--- src/rtl/icap_pkg.sv ---
package icap_pkg;
   localparam int ICAP_CNT_W       = 16;
   localparam int ICAP_SYNC_STAGES = 2;
   localparam int ICAP_FILT_SAMPLES = 4;

   typedef enum logic {
      SRC_PIN = 1'b0,
      SRC_ALT = 1'b1
   } icap_src_e;
endpackage

--- src/rtl/icap_sync.sv ---
module icap_sync #(
   parameter int STAGES = 2
) (
   input  logic clk,
   input  logic rst_n,
   input  logic d_i,
   output logic q_o
);
   if (STAGES < 2) begin : g_bad_stages
      $error("icap_sync: STAGES must be at least 2");
   end

   logic [STAGES-1:0] chain_q;

   always_ff @(posedge clk or negedge rst_n) begin
      if (!rst_n) chain_q <= '0;
      else        chain_q <= {chain_q[STAGES-2:0], d_i};
   end

   assign q_o = chain_q[STAGES-1];
endmodule

--- src/rtl/icap_filter.sv ---
module icap_filter #(
   parameter int SAMPLES = 4,
   parameter bit PRESENT = 1'b1
) (
   input  logic clk,
   input  logic rst_n,
   input  logic en_i,
   input  logic d_i,
   output logic q_o
);
   localparam int HIST_W = SAMPLES - 1;

   if (SAMPLES < 2) begin : g_bad_samples
      $error("icap_filter: SAMPLES must be at least 2");
   end

   if (PRESENT) begin : g_filter
      logic [HIST_W-1:0] hist_q;
      logic              level_q;
      logic              agree;

      assign agree = (hist_q == {HIST_W{d_i}});

      always_ff @(posedge clk or negedge rst_n) begin
         if (!rst_n) begin
            hist_q  <= '0;
            level_q <= 1'b0;
         end else begin
            hist_q <= {hist_q[HIST_W-1:0], d_i} [HIST_W-1:0];
            if (!en_i || agree) level_q <= d_i;
         end
      end

      assign q_o = en_i ? level_q : d_i;

      // a filtered level changes only once the whole history agrees with it
      assert_filter_agree_R9: assert property (@(posedge clk) disable iff (!rst_n)
         ($past(en_i) && (level_q != $past(level_q))) |-> (hist_q == {HIST_W{level_q}}));
   end else begin : g_bypass
      assign q_o = d_i;
   end
endmodule

--- src/rtl/icap_edge.sv ---
module icap_edge (
   input  logic clk,
   input  logic rst_n,
   input  logic d_i,
   input  logic rise_i,
   output logic hit_o
);
   logic prev_q;

   always_ff @(posedge clk or negedge rst_n) begin
      if (!rst_n) prev_q <= 1'b0;
      else        prev_q <= d_i;
   end

   assign hit_o = rise_i ? (d_i & ~prev_q) : (~d_i & prev_q);
endmodule

--- src/rtl/icap_unit.sv ---
module icap_unit
   import icap_pkg::*;
#(
   parameter int CNT_W          = ICAP_CNT_W,
   parameter int SYNC_STAGES    = ICAP_SYNC_STAGES,
   parameter int FILT_SAMPLES   = ICAP_FILT_SAMPLES,
   parameter bit FILTER_PRESENT = 1'b1
) (
   input  logic             clk,
   input  logic             rst_n,
   input  logic [CNT_W-1:0] count_i,
   input  logic             trig_pin_i,
   input  logic             trig_alt_i,
   input  logic             src_sel_i,
   input  logic             edge_rise_i,
   input  logic             filt_en_i,
   input  logic             irq_en_i,
   input  logic             flag_clr_i,
   input  logic             irq_ack_i,
   output logic [CNT_W-1:0] cap_o,
   output logic             flag_o,
   output logic             irq_o
);
   if (CNT_W < 2) begin : g_bad_width
      $error("icap_unit: CNT_W must be at least 2");
   end

   logic pin_s, alt_s, sel_lvl, filt_lvl, hit;
   logic [CNT_W-1:0] cap_q;
   logic             flag_q;
   icap_src_e        src;

   icap_sync #(.STAGES(SYNC_STAGES)) u_sync_pin (
      .clk(clk), .rst_n(rst_n), .d_i(trig_pin_i), .q_o(pin_s));
   icap_sync #(.STAGES(SYNC_STAGES)) u_sync_alt (
      .clk(clk), .rst_n(rst_n), .d_i(trig_alt_i), .q_o(alt_s));

   assign src     = icap_src_e'(src_sel_i);
   assign sel_lvl = (src == SRC_ALT) ? alt_s : pin_s;

   icap_filter #(.SAMPLES(FILT_SAMPLES), .PRESENT(FILTER_PRESENT)) u_filter (
      .clk(clk), .rst_n(rst_n), .en_i(filt_en_i), .d_i(sel_lvl), .q_o(filt_lvl));

   icap_edge u_edge (
      .clk(clk), .rst_n(rst_n), .d_i(filt_lvl), .rise_i(edge_rise_i), .hit_o(hit));

   always_ff @(posedge clk or negedge rst_n) begin
      if (!rst_n) begin
         cap_q  <= '0;
         flag_q <= 1'b0;
      end else begin
         if (hit) cap_q <= count_i;
         if (hit)                          flag_q <= 1'b1;
         else if (flag_clr_i || irq_ack_i) flag_q <= 1'b0;
      end
   end

   assign cap_o  = cap_q;
   assign flag_o = flag_q;
   assign irq_o  = flag_q & irq_en_i;

   // a detected edge loads the count and sets the flag together
   assert_capture_sets_flag_R4: assert property (@(posedge clk) disable iff (!rst_n)
      hit |=> (flag_q && cap_q == $past(count_i)));
   // without a detected edge the capture register holds
   assert_cap_holds_R2: assert property (@(posedge clk) disable iff (!rst_n)
      !hit |=> $stable(cap_q));
   // write-one-to-clear wins unless a capture coincides
   assert_w1c_clears_R6: assert property (@(posedge clk) disable iff (!rst_n)
      (flag_clr_i && !hit) |=> !flag_q);
   // acknowledge clears the flag unless a capture coincides
   assert_ack_clears_R7: assert property (@(posedge clk) disable iff (!rst_n)
      (irq_ack_i && !hit) |=> !flag_q);
   // no request without a pending flag
   assert_irq_needs_flag_R5: assert property (@(posedge clk) disable iff (!rst_n)
      irq_o |-> flag_q);
endmodule

--- config.mk ---
export PLATFORM = sky130hd
export DESIGN_NAME = icap_unit
export DESIGN_NICKNAME = d
export VERILOG_FILES = /design/src/rtl/icap_pkg.sv /design/src/rtl/icap_sync.sv /design/src/rtl/icap_filter.sv /design/src/rtl/icap_edge.sv /design/src/rtl/icap_unit.sv
export SDC_FILE = /design/constraint.sdc
export NUM_CORES = 1
export LEC_CHECK = 0
export ABC_CLOCK_PERIOD_IN_PS = 3100
export BUFFER_PORTS_ARGS = -buffer_cell sky130_fd_sc_hd__buf_2
export CORE_ASPECT_RATIO = 0.7
export CORE_MARGIN = 2
export CORE_UTILIZATION = 30
export CTS_BUF_LIST = sky130_fd_sc_hd__clkbuf_16
export DETAILED_ROUTE_END_ITERATION = 10
export HOLD_SLACK_MARGIN = 0.1
export PLACE_DENSITY_LB_ADDON = 0.3
export SLEW_MARGIN = 25
export SYNTH_ARGS = -nofsm -noshare
export SYNTH_HDL_FRONTEND = slang
export SYNTH_SLANG_ARGS = --single-unit
--- constraint.sdc ---
create_clock -name clk -period 3.1 [get_ports clk]
set_input_delay 0.155 -clock clk [delete_from_list [all_inputs] [get_ports clk]]
set_output_delay 0.155 -clock clk [all_outputs]
set_load 0.01 [all_outputs]
### Yosys cells after proc, flatten, opt, wreduce, memory -nomap -nowiden

Index checks and enable logic that the tools add are counted.

* register bits after elaboration: 26
* logic and storage cells: 22

* equal/unequal tests: 1
* multiplexer cells: 5
* bitwise logic cells: 5
* reductions and logical operators: 4

Operators with widths (count)
* 2-to-1 mux 1 bit: 5
* AND 1 bit: 3
* equality test 3 bit: 1
* logical OR 1 bit: 2
* NOT 1 bit: 2
* nonzero test 2 bit: 1
* logical NOT 1 bit: 1

### Longest topological paths before layout

Gate-level depths: netlist of run 1.

* word-level depth: 6
* depth in mapped cells: 6

### Modules after synthesis

A second synthesis of run 1 with hierarchy kept.

* cell total of the unflattened synthesis: 57
* area, all modules: 988.4 µm²

Modules (own cells, without submodules)
* icap_unit: instances 1, cells each 39, area each 700.7 µm²
* icap_filter: instances 1, cells each 10, area each 140.1 µm²
* icap_sync: instances 2, cells each 2, area each 50.0 µm²
* icap_edge: instances 1, cells each 4, area each 47.5 µm²

### Worst setup path before layout of run 1

Ideal clock, no wire load.

* path type: flip-flop to flip-flop
* start point: register u_sync_pin.chain_q[1]
* end point: register cap_q[5] (netlist: cap_o[5])
* library setup time: 96 ps
* data arrival time: 1620 ps
* slack: 1385 ps
* stages on the path, launching flop included: 7
* buffers on the path: 2
* clock period less this slack: 1715 ps
* path through: dfrtp_1 > mux2i_4 > inv_4 > or4_4 > buf_6 > buf_12 > a311oi_2

* cells in the longest elaborated chain, start to end: 5
* elaborated cells between the ends (all ways): 6
* classes of those cells: 3 x mux; 3 x bitwise

RTL lines
* start, declared: RTL line icap_sync.sv:13 `logic [STAGES-1:0] chain_q;`
* start signal, assigned: RTL line icap_sync.sv:17 `else chain_q <= {chain_q[STAGES-2:0], d_i};`
* 2-to-1 mux 1 bit *: RTL line icap_unit.sv:39 `assign sel_lvl = (src == SRC_ALT) ? alt_s : pin_s;`
* named net sel_lvl: RTL line icap_unit.sv:28 `logic pin_s, alt_s, sel_lvl, filt_lvl, hit;`
* 2-to-1 mux 1 bit *: RTL line icap_filter.sv:34 `assign q_o = en_i ? level_q : d_i;`
* NOT 1 bit: RTL line icap_edge.sv:15 `assign hit_o = rise_i ? (d_i & ~prev_q) : (~d_i & prev_q);`
* AND 1 bit: RTL line icap_edge.sv:15
* 2-to-1 mux 1 bit *: RTL line icap_edge.sv:15
* end signal, assigned: RTL line icap_unit.sv:52 `if (hit) cap_q <= count_i;`
* end, declared: RTL line icap_unit.sv:29 `logic [CNT_W-1:0] cap_q;`

The timed path passes the listed nets; every way through them passes the cells marked *.
A chain may end at the register's enable or synchronous reset.

### Final worst setup path of run 1

* start point: register u_sync_alt.chain_q[1]
* end point: register cap_q[5] (netlist: cap_o[5])

* cells in the longest elaborated chain, start to end: 5
* elaborated cells between the ends (all ways): 6
* classes of those cells: 3 x mux; 3 x bitwise

RTL lines (RTL line)
* start, declared: icap_sync.sv:13
* start signal, assigned: icap_sync.sv:17
* 2-to-1 mux 1 bit *: icap_unit.sv:39
* named net sel_lvl: icap_unit.sv:28
* 2-to-1 mux 1 bit *: icap_filter.sv:34
* NOT 1 bit: icap_edge.sv:15
* AND 1 bit: icap_edge.sv:15
* 2-to-1 mux 1 bit *: icap_edge.sv:15

Marks and branches as above.

==> results.sh, run 1 <==
export IMPL_status="complete, no violations"
export IMPL_start_util_pct=31.0
export IMPL_track_usage_pct=13.5
export IMPL_setup_viol=0
export IMPL_ys_top_cells_by_area="dfrtp_1 (31%), nor4b_1 (13%), mux2_2 (8.0%)"
export IMPL_die_y_microns=74.1
export IMPL_cp_start_kind="flip-flop"
export IMPL_worstMarginPinSlew_ns=0.635
export IMPL_worstHoldStart="flag_clr_i"
export IMPL_placedInstanceArea_sq_um=2360
export IMPL_syn_inst=201
export IMPL_ant_nets=0
export IMPL_syn_num_nets=227
export IMPL_finalCriticalPeriod_ns=1.99
export IMPL_gr_total_overflow=0
export IMPL_drc=0
export IMPL_yosysTopAreaCellShare_pct=30.9
export IMPL_wire_per_inst_microns=16.0
export IMPL_htreeDepth=1
export IMPL_whs_ns=0.261
export IMPL_cts_root_buf="clkbuf_16"
export IMPL_finalCritPeriodShare_pct=64.2
export IMPL_grtUsageMet1_pct=19.6
export IMPL_syn_area_per_cell_sq_um=10.5
export IMPL_async_flop_share_pct=100
export IMPL_r2r_start="u_sync_alt.chain_q[1]"
export IMPL_io_pins=44
export IMPL_slew_violations=0
export IMPL_ys_warnings_count=0
export IMPL_io_buffers=43
export IMPL_grt_start_max_net_pins=41
export IMPL_drtIter0Drc=98
export IMPL_critPathRequiredTime_ns=3.23
export IMPL_numCtsBuffers=3
export IMPL_layout_drive_gt1_share_pct=42.8
export IMPL_crit_path_max_fanout=17
export IMPL_post_cts_resized=0
export IMPL_yosysMostFrequentCell="nor4b_1"
export IMPL_rsz0062_at_grt="false"
export IMPL_syn_to_final_growth_pct=17.6
export IMPL_fp_dieArea_sq_um=7720
export IMPL_yosys_register_bits=26
export IMPL_cts_path_max_buffers=2
export IMPL_busiest_layer="met2"
export IMPL_stdcell_area_sq_um=2480
export IMPL_routed_wl_mm=5.17
export IMPL_vias_per_cell=5.49
export IMPL_synthesis_area_sq_um=2110
export IMPL_grtUsageMet2_pct=22.0
export IMPL_gp_congestion=0.685
export IMPL_die_x_microns=104
export IMPL_clock_latency_ns=0.26
export IMPL_grt_use_met3_pct=2.54
export IMPL_power_density_nw_per_um2=491
export IMPL_slew_limit_headroom_pct=57.6
export IMPL_antenna_found_initial=0
export IMPL_vias=1773
export IMPL_fmax_mhz=502
export IMPL_grt_pass1_wl_mm=8.44
export IMPL_drtPass1Iterations=4
export IMPL_clkTransAtPathRegs_ns=0.07
export IMPL_hold_violations=0
export IMPL_synth_distinct_cells=30
export IMPL_final_nets=256
export IMPL_p_leak_nw=0.944
export IMPL_grt_pass1_vias=1544
export IMPL_critPathLaunch="u_sync_alt.chain_q[1]"
export IMPL_critPathKind="reg2reg"
export IMPL_ys_seq_area_share_pct=30.9
export IMPL_holdCritPathClass="in2reg"
export IMPL_core_area_sq_um=6790
export IMPL_worstPathArrival_ns=2.12
export IMPL_synth_common_cells="nor4b_1 (32), dfrtp_1 (26), nor2_1 (19), clkbuf_1 (18)"
export IMPL_dpl_hpwl_mm=3.24
export IMPL_skew_ns=0.00279
export IMPL_maxCapViolations=0
export IMPL_synth_top_area_cell="dfrtp_1"
export IMPL_synth_main_ff_cell="dfrtp_1"
export IMPL_cp_end_kind="flip-flop"
export IMPL_num_rows=25
export IMPL_cts_tree="done"
export IMPL_num_antenna_cells=0
export IMPL_tns_ns=0
export IMPL_clock_sinks=26
export IMPL_peakVddDrop_uv=220
export IMPL_synth_edf_count=0
[placed cells by master (no fill, tap or decap), types with 2 or more instances in the layout]
cell type       n
a311oi_1        7
nand4b_1       16
clkbuf_16       3
mux2_2         15
dfrtp_1        25
buf_4           6
a311oi_2        9
nor4b_1        32
or4b_2         15
mux2i_1        16
nor2_1         19
buf_2          43
dlygate4sd3_1   3
inv_1           2
[routing by layer]
metal / routed length (microns) / up-vias / part of all wire, %
met5: 0 / - / 0
met4: 8 / 0 / 0.15
met3: 219 / 2 / 4.2
met2: 2310 / 44 / 45
met1: 2630 / 866 / 51
li1: - / 861 / -
[state kept, by name (all words and copies together) (netlist names)]
name / cells
u_edge.prev_q: 1
flag_o: 1
cap_o: 16
u_filter.g_filter.level_q: 1
u_sync_alt.chain_q: 2
u_sync_pin.chain_q: 2
u_filter.g_filter.hist_q: 3
[area by class of cell]
| class | instances | area, sq um |
|---|---|---|
| fillers | 703 | 4310 |
| multi-input cells | 143 | 1310 |
| flip-flops and latches | 26 | 652 |
| repair buffers | 53 | 302 |
| well taps | 94 | 118 |
| clock buffers | 3 | 75.1 |
| inverters | 3 | 13.8 |
| clock inverters | 1 | 3.75 |
[stage by stage]
stage / power [mW] / std cells / setup slack [ns] / util [%]
after detailed placement: 0.931 / 315 / 0.993 / 34.7
final: 1.22 / 323 / 1.11 / 36.5
after global routing: 1.31 / 323 / 0.979 / 36.5
after global placement: 0.923 / 315 / 1.03 / 34.7
after CTS: 1.23 / 322 / 0.965 / 36.3
after floorplan: 0.774 / 201 / 1.38 / -
[kinds of logic after synthesis]
logic type	count (synthesis)	synth area share, %
and+or+nand+nor	90	33.3
muxes	33	17.2
buffers and inverters	32	7.43
DFF	26	30.9
AOI/OAI and AO/OA	20	11.1
[where the power goes]
| part | internal [mW] | switching [mW] |
|---|---|---|
| clock | 0.173 | 0.118 |
| sequential | 0.421 | 0.0632 |
| combinational | 0.216 | 0.225 |
[worst paths after layout]
path | end | slack (ns) | depth (start not counted)
setup / recovery | cap_o[5] | 1.11 | 6
hold / removal | flag_o | 0.26 | 4
setup reg to reg | cap_o[5] | 1.11 | 6
hold reg to reg | u_sync_alt.chain_q[1] | 0.35 | 0
max in group asynchronous | u_edge.prev_q | 2.19 | 2
min in group asynchronous | cap_o[9] | 0.45 | 2
[repair_timing]
item,CTS,global route
hold buffers,3,0
setup buffers,0,0
hold endpoints to repair,28,0
[critical path: stages (launching register included)]
cell,delay [ns]
dfrtp_1,0.39
mux2i_4,0.13
buf_4,0.30
inv_4,0.09
o2111ai_2,0.51
buf_4,0.31
a311oi_2,0.11
Power figures use the tool's default switching activity.
==> run 2: changes to the inputs <==
ABC_CLOCK_PERIOD_IN_PS = 1700   (was 3100)
clock period = 1.7 ns   (was 3.1 ns; I/O delays follow)
==> results.sh, run 2 (synthesis gave the netlist of run 1 again) <==
export IMPL_fmax_mhz=612
export IMPL_cts_path_max_buffers=2
export IMPL_tns_ns=0
export IMPL_drc=0
export IMPL_layout_drive_gt1_share_pct=46.9
export IMPL_worstMarginPinSlew_ns=0.655
export IMPL_stdcell_area_sq_um=2650
export IMPL_hold_violations=0
export IMPL_skew_ns=0.00298
export IMPL_rsz0062_at_grt="false"
export IMPL_antenna_found_initial=0
export IMPL_grt_start_max_net_pins=34
export IMPL_wire_per_inst_microns=16.3
export IMPL_finalCriticalPeriod_ns=1.63
export IMPL_dpl_hpwl_mm=3.56
export IMPL_placedInstanceArea_sq_um=2500
export IMPL_cts_tree="done"
export IMPL_holdCritPathClass="in2reg"
export IMPL_cp_num_buf_inv=1
export IMPL_finalPower_mw=2.47
export IMPL_critPathKind="reg2reg"
export IMPL_grt_pass1_vias=1722
export IMPL_die_x_microns=104
export IMPL_cts_setup_buffers=0
export IMPL_die_y_microns=74.1
export IMPL_p_leak_nw=1.03
export IMPL_cts_root_buf="clkbuf_16"
export IMPL_syn_to_final_growth_pct=26.0
export IMPL_core_area_sq_um=6790
export IMPL_io_buffers=43
export IMPL_numCtsBuffers=3
export IMPL_power_density_nw_per_um2=929
export IMPL_utilization_pct=39.1
export IMPL_clock_sinks=26
export IMPL_final_cell_mix="buf_2 (43), nor4b_1 (32), dfrtp_1 (25)"
export IMPL_cp_slowest_cell="or4_4"
export IMPL_path_delay_family="simple AND/OR/NAND/NOR gates"
export IMPL_gr_total_overflow=0
export IMPL_maxCapViolations=0
export IMPL_setup_viol=0
export IMPL_vias=1809
export IMPL_peakVddDrop_uv=425
export IMPL_worstPathArrival_ns=1.80
export IMPL_finalCritPeriodShare_pct=96.1
export IMPL_fp_dieArea_sq_um=7720
export IMPL_final_nets=268
export IMPL_htreeDepth=1
export IMPL_critPathRequiredTime_ns=1.87
export IMPL_slew_violations=0
export IMPL_crit_path_max_fanout=17
export IMPL_drtIter0Drc=96
export IMPL_routed_wl_mm=5.46
export IMPL_vias_per_cell=5.40
export IMPL_io_pins=44
export IMPL_cp_cell_sequence="mux2i_4 -> inv_4 -> or4_4 -> a311oi_1"
export IMPL_largest_register_ff_count=16
export IMPL_num_rows=25
export IMPL_whs_ns=0.164
export IMPL_grt_pass1_wl_mm=8.83
export IMPL_gp_congestion=0.685
export IMPL_num_antenna_cells=0
export IMPL_status="complete, no violations"
export IMPL_clock_latency_ns=0.27
export IMPL_track_usage_pct=14.2
export IMPL_max_stage_delay_ns=0.58
export IMPL_cp_start_kind="flip-flop"
export IMPL_slew_limit_headroom_pct=56.3
export IMPL_start_util_pct=31.0
export IMPL_clkTransAtPathRegs_ns=0.07
export IMPL_final_common_cell="buf_2"
export IMPL_ant_nets=0
export IMPL_cp_end_kind="flip-flop"
export IMPL_drtPass1Iterations=4
## run 2: changes by cell type in the layout (fill, tap and decap cells not counted), sizes merged
| cell | change |
|---|---|
| buf | +12 |
| bufinv | +1 |
| clkinv | -1 |
## run 2: final timing paths
path | start | to | slack [ns] | depth (start not counted)
worst min-delay path | flag_clr_i | flag_o | 0.16 | 4
max in group asynchronous | rst_n | u_edge.prev_q | 0.86 | 2
min in group asynchronous | rst_n | cap_o[9] | 0.37 | 2
worst max-delay path | u_sync_pin.chain_q[1] | cap_o[11] | 0.07 | 4
worst min register to register | u_sync_alt.chain_q[0] | u_sync_alt.chain_q[1] | 0.35 | 0
worst max register to register | u_sync_pin.chain_q[1] | cap_o[11] | 0.07 | 4
## run 2: metal layers
layer	share of wire [%]	wire [microns]	vias up	GRT usage (%)
met5	0	0	-	0
met4	0.24	13	0	2.70
met3	3.6	197	2	3.07
met2	46	2510	33	24.3
met1	50	2730	892	18.9
li1	-	-	882	-
## run 2: per-stage QoR
stage,instances,setup slack [ns]
after detailed placement,328,0.0531
final,335,0.0669
after floorplan,201,-0.0152
after global routing,335,0.0125
after CTS,335,0.0376
after global placement,328,0.123
## run 2: report_power, final
part / internal [mW] / switching (mW) / leakage, nW
Clock: 0.470 / 0.246 / 0.0511
Combinational: 0.441 / 0.459 / 0.691
Sequential: 0.767 / 0.0821 / 0.290
Total: 1.68 / 0.787 / 1.03
## run 2: area by class of cell
class                           count  area (sq um)
Multi-Input combinational cell    143          1330
Tap cell                           94           118
Clock buffer                        3          75.1
Inverter                            3          13.8
Sequential cell                    26           652
Fill cell                         688          4140
Clock inverter                      1          30.0
Timing Repair Buffer               65           438
## run 2: worst min-delay path, cell delays in order
cell and delay (ns):
buf_2 0.10, nor2_1 0.08, a21oi_1 0.07, nand3_1 0.07
## run 2: what timing repair did
| action | 4_1_cts | 5_1_grt |
|---|---|---|
| gates resized for setup | 0 | 2 |
| endpoints found under the setup margin | 0 | 2 |
| hold buffers | 3 | 0 |
| endpoints found under the hold margin | 28 | 0 |
==> run 3: changes to the inputs <==
PLACE_DENSITY = 0.57   (was unset)
PLACE_DENSITY_LB_ADDON = unset   (was 0.3)
==> results.sh, run 3 (synthesis gave the netlist of run 1 again) <==
export IMPL_clock_latency_ns=0.26
export IMPL_skew_ns=0.00275
export IMPL_core_area_sq_um=6790
export IMPL_critPathKind="reg2reg"
export IMPL_finalCritPeriodShare_pct=97.7
export IMPL_worstPathArrival_ns=1.79
export IMPL_io_buffers=43
export IMPL_placedInstanceArea_sq_um=2480
export IMPL_num_rows=25
export IMPL_p_int_mw=1.69
export IMPL_p_sw_share_pct=31.7
export IMPL_cp_end_kind="flip-flop"
export IMPL_maxCapViolations=0
export IMPL_grt_start_max_net_pins=37
export IMPL_drc=0
export IMPL_final_fill_count=673
export IMPL_start_util_pct=31.0
export IMPL_num_antenna_cells=0
export IMPL_peakVddDrop_uv=636
export IMPL_fp_dieArea_sq_um=7720
export IMPL_die_y_microns=74.1
export IMPL_slew_limit_headroom_pct=58.7
export IMPL_regArea_sq_um=652
export IMPL_setup_viol=0
export IMPL_clkPwrFrac_pct=28.9
export IMPL_final_common_cell="buf_2"
export IMPL_cts_setup_buffers=0
export IMPL_htreeDepth=1
export IMPL_largest_register_ff_count=16
export IMPL_finalPower_mw=2.47
export IMPL_grt_pass1_wl_mm=8.47
export IMPL_cp_start_kind="flip-flop"
export IMPL_fmax_mhz=602
export IMPL_hold_violations=0
export IMPL_io_pins=44
export IMPL_wire_per_inst_microns=15.6
export IMPL_track_usage_pct=13.7
export IMPL_dpl_hpwl_mm=3.50
export IMPL_power_density_nw_per_um2=935
export IMPL_clock_sinks=26
export IMPL_final_nets=267
export IMPL_slew_violations=0
export IMPL_switchingPower_mw=0.781
export IMPL_drtPass1Iterations=4
export IMPL_numCtsBuffers=3
export IMPL_whs_ns=0.125
export IMPL_final_cell_mix="buf_2 (43), nor4b_1 (32), dfrtp_1 (25)"
export IMPL_p_comb_share_pct=36.4
export IMPL_p_leak_nw=1.03
export IMPL_crit_path_max_fanout=13
export IMPL_routed_wl_mm=5.21
export IMPL_vias_per_cell=5.53
export IMPL_holdCritPathClass="in2reg"
export IMPL_drtIter0Drc=80
export IMPL_stdcell_area_sq_um=2640
export IMPL_gp_congestion=0.740
export IMPL_cts_path_max_buffers=2
export IMPL_multiInputGateArea_sq_um=1330
export IMPL_layout_drive_gt1_share_pct=47.1
export IMPL_clkTransAtPathRegs_ns=0.07
export IMPL_die_x_microns=104
export IMPL_ant_nets=0
export IMPL_cts_root_buf="clkbuf_16"
export IMPL_gr_total_overflow=0
export IMPL_cts_tree="done"
export IMPL_critPathRequiredTime_ns=1.83
export IMPL_syn_to_final_growth_pct=25.3
export IMPL_antenna_found_initial=0
export IMPL_vias=1846
export IMPL_status="complete, no violations"
export IMPL_grt_pass1_vias=1619
export IMPL_p_seq_share_pct=34.6
export IMPL_rsz0062_at_grt="true"
export IMPL_finalCriticalPeriod_ns=1.66
export IMPL_worstMarginPinSlew_ns=0.620
## run 3: worst paths after layout
kind                                                 from                          end  slack (ns)  depth (start not counted)
worst max-delay path            u_filter.g_filter.level_q                     cap_o[7]        0.04                          4
worst min-delay path                            src_sel_i  u_filter.g_filter.hist_q[0]        0.12                          3
worst max register to register  u_filter.g_filter.level_q                     cap_o[7]        0.04                          4
worst min register to register      u_sync_pin.chain_q[0]        u_sync_pin.chain_q[1]        0.36                          0
max in group asynchronous                           rst_n                u_edge.prev_q        0.88                          2
min in group asynchronous                           rst_n                     cap_o[9]        0.38                          2
## run 3: per-stage QoR
| stage | instances | util [%] | worst slack (ns) | setup TNS [ns] |
|---|---|---|---|---|
| after global routing | 334 | 38.9 | -0.0188 | -0.0566 |
| after global placement | 327 | 36.6 | 0.100 | 0 |
| after detailed placement | 327 | 36.6 | 0.0283 | 0 |
| final | 334 | 38.9 | 0.0389 | 0 |
| after CTS | 334 | 38.6 | 0.0126 | 0 |
| after floorplan | 201 | - | -0.0152 | -0.137 |
## run 3: layout make-up
class / count / area share, %
tap: 94 / 4.46
clock inverter: 1 / 1.14
multi-input combinational: 143 / 50.5
sequential: 26 / 24.7
clock buffer: 3 / 2.84
inverter: 3 / 0.522
timing repair buffer: 64 / 15.8
## run 3: what timing repair did
action | in CTS | in global routing
setup endpoints to repair | 0 | 6
hold endpoints to repair | 28 | 0
resized for setup | 0 | 3
hold buffers | 3 | 0
## run 3: power by group through the flow
| stage | clock [mW] | sequential [mW] | combinational (mW) |
|---|---|---|---|
| 4_1_cts | 0.725 | 0.858 | 0.891 |
| 3_5_place_dp | 0 | 0.867 | 0.882 |
| 3_3_place_gp | 0 | 0.871 | 0.861 |
| 6_report | 0.714 | 0.854 | 0.899 |
| 2_1_floorplan | 0 | 0.922 | 0.489 |
| 5_1_grt | 0.752 | 0.877 | 0.981 |
## run 3: worst max-delay path, cell delays in order, from the launching register on
cell      delay, ns
dfrtp_1        0.41
buf_4          0.20
or4b_2         0.64
mux2i_1        0.21
a311oi_2       0.07
## run 3: metal layers
metal | vias up | global-route usage (%) | wire [microns]
met1 | 918 | 19.9 | 2660
met4 | 0 | 1.35 | 19
met5 | - | 0 | 0
met2 | 45 | 21.4 | 2260
met3 | 2 | 3.33 | 273
li1 | 881 | - | -
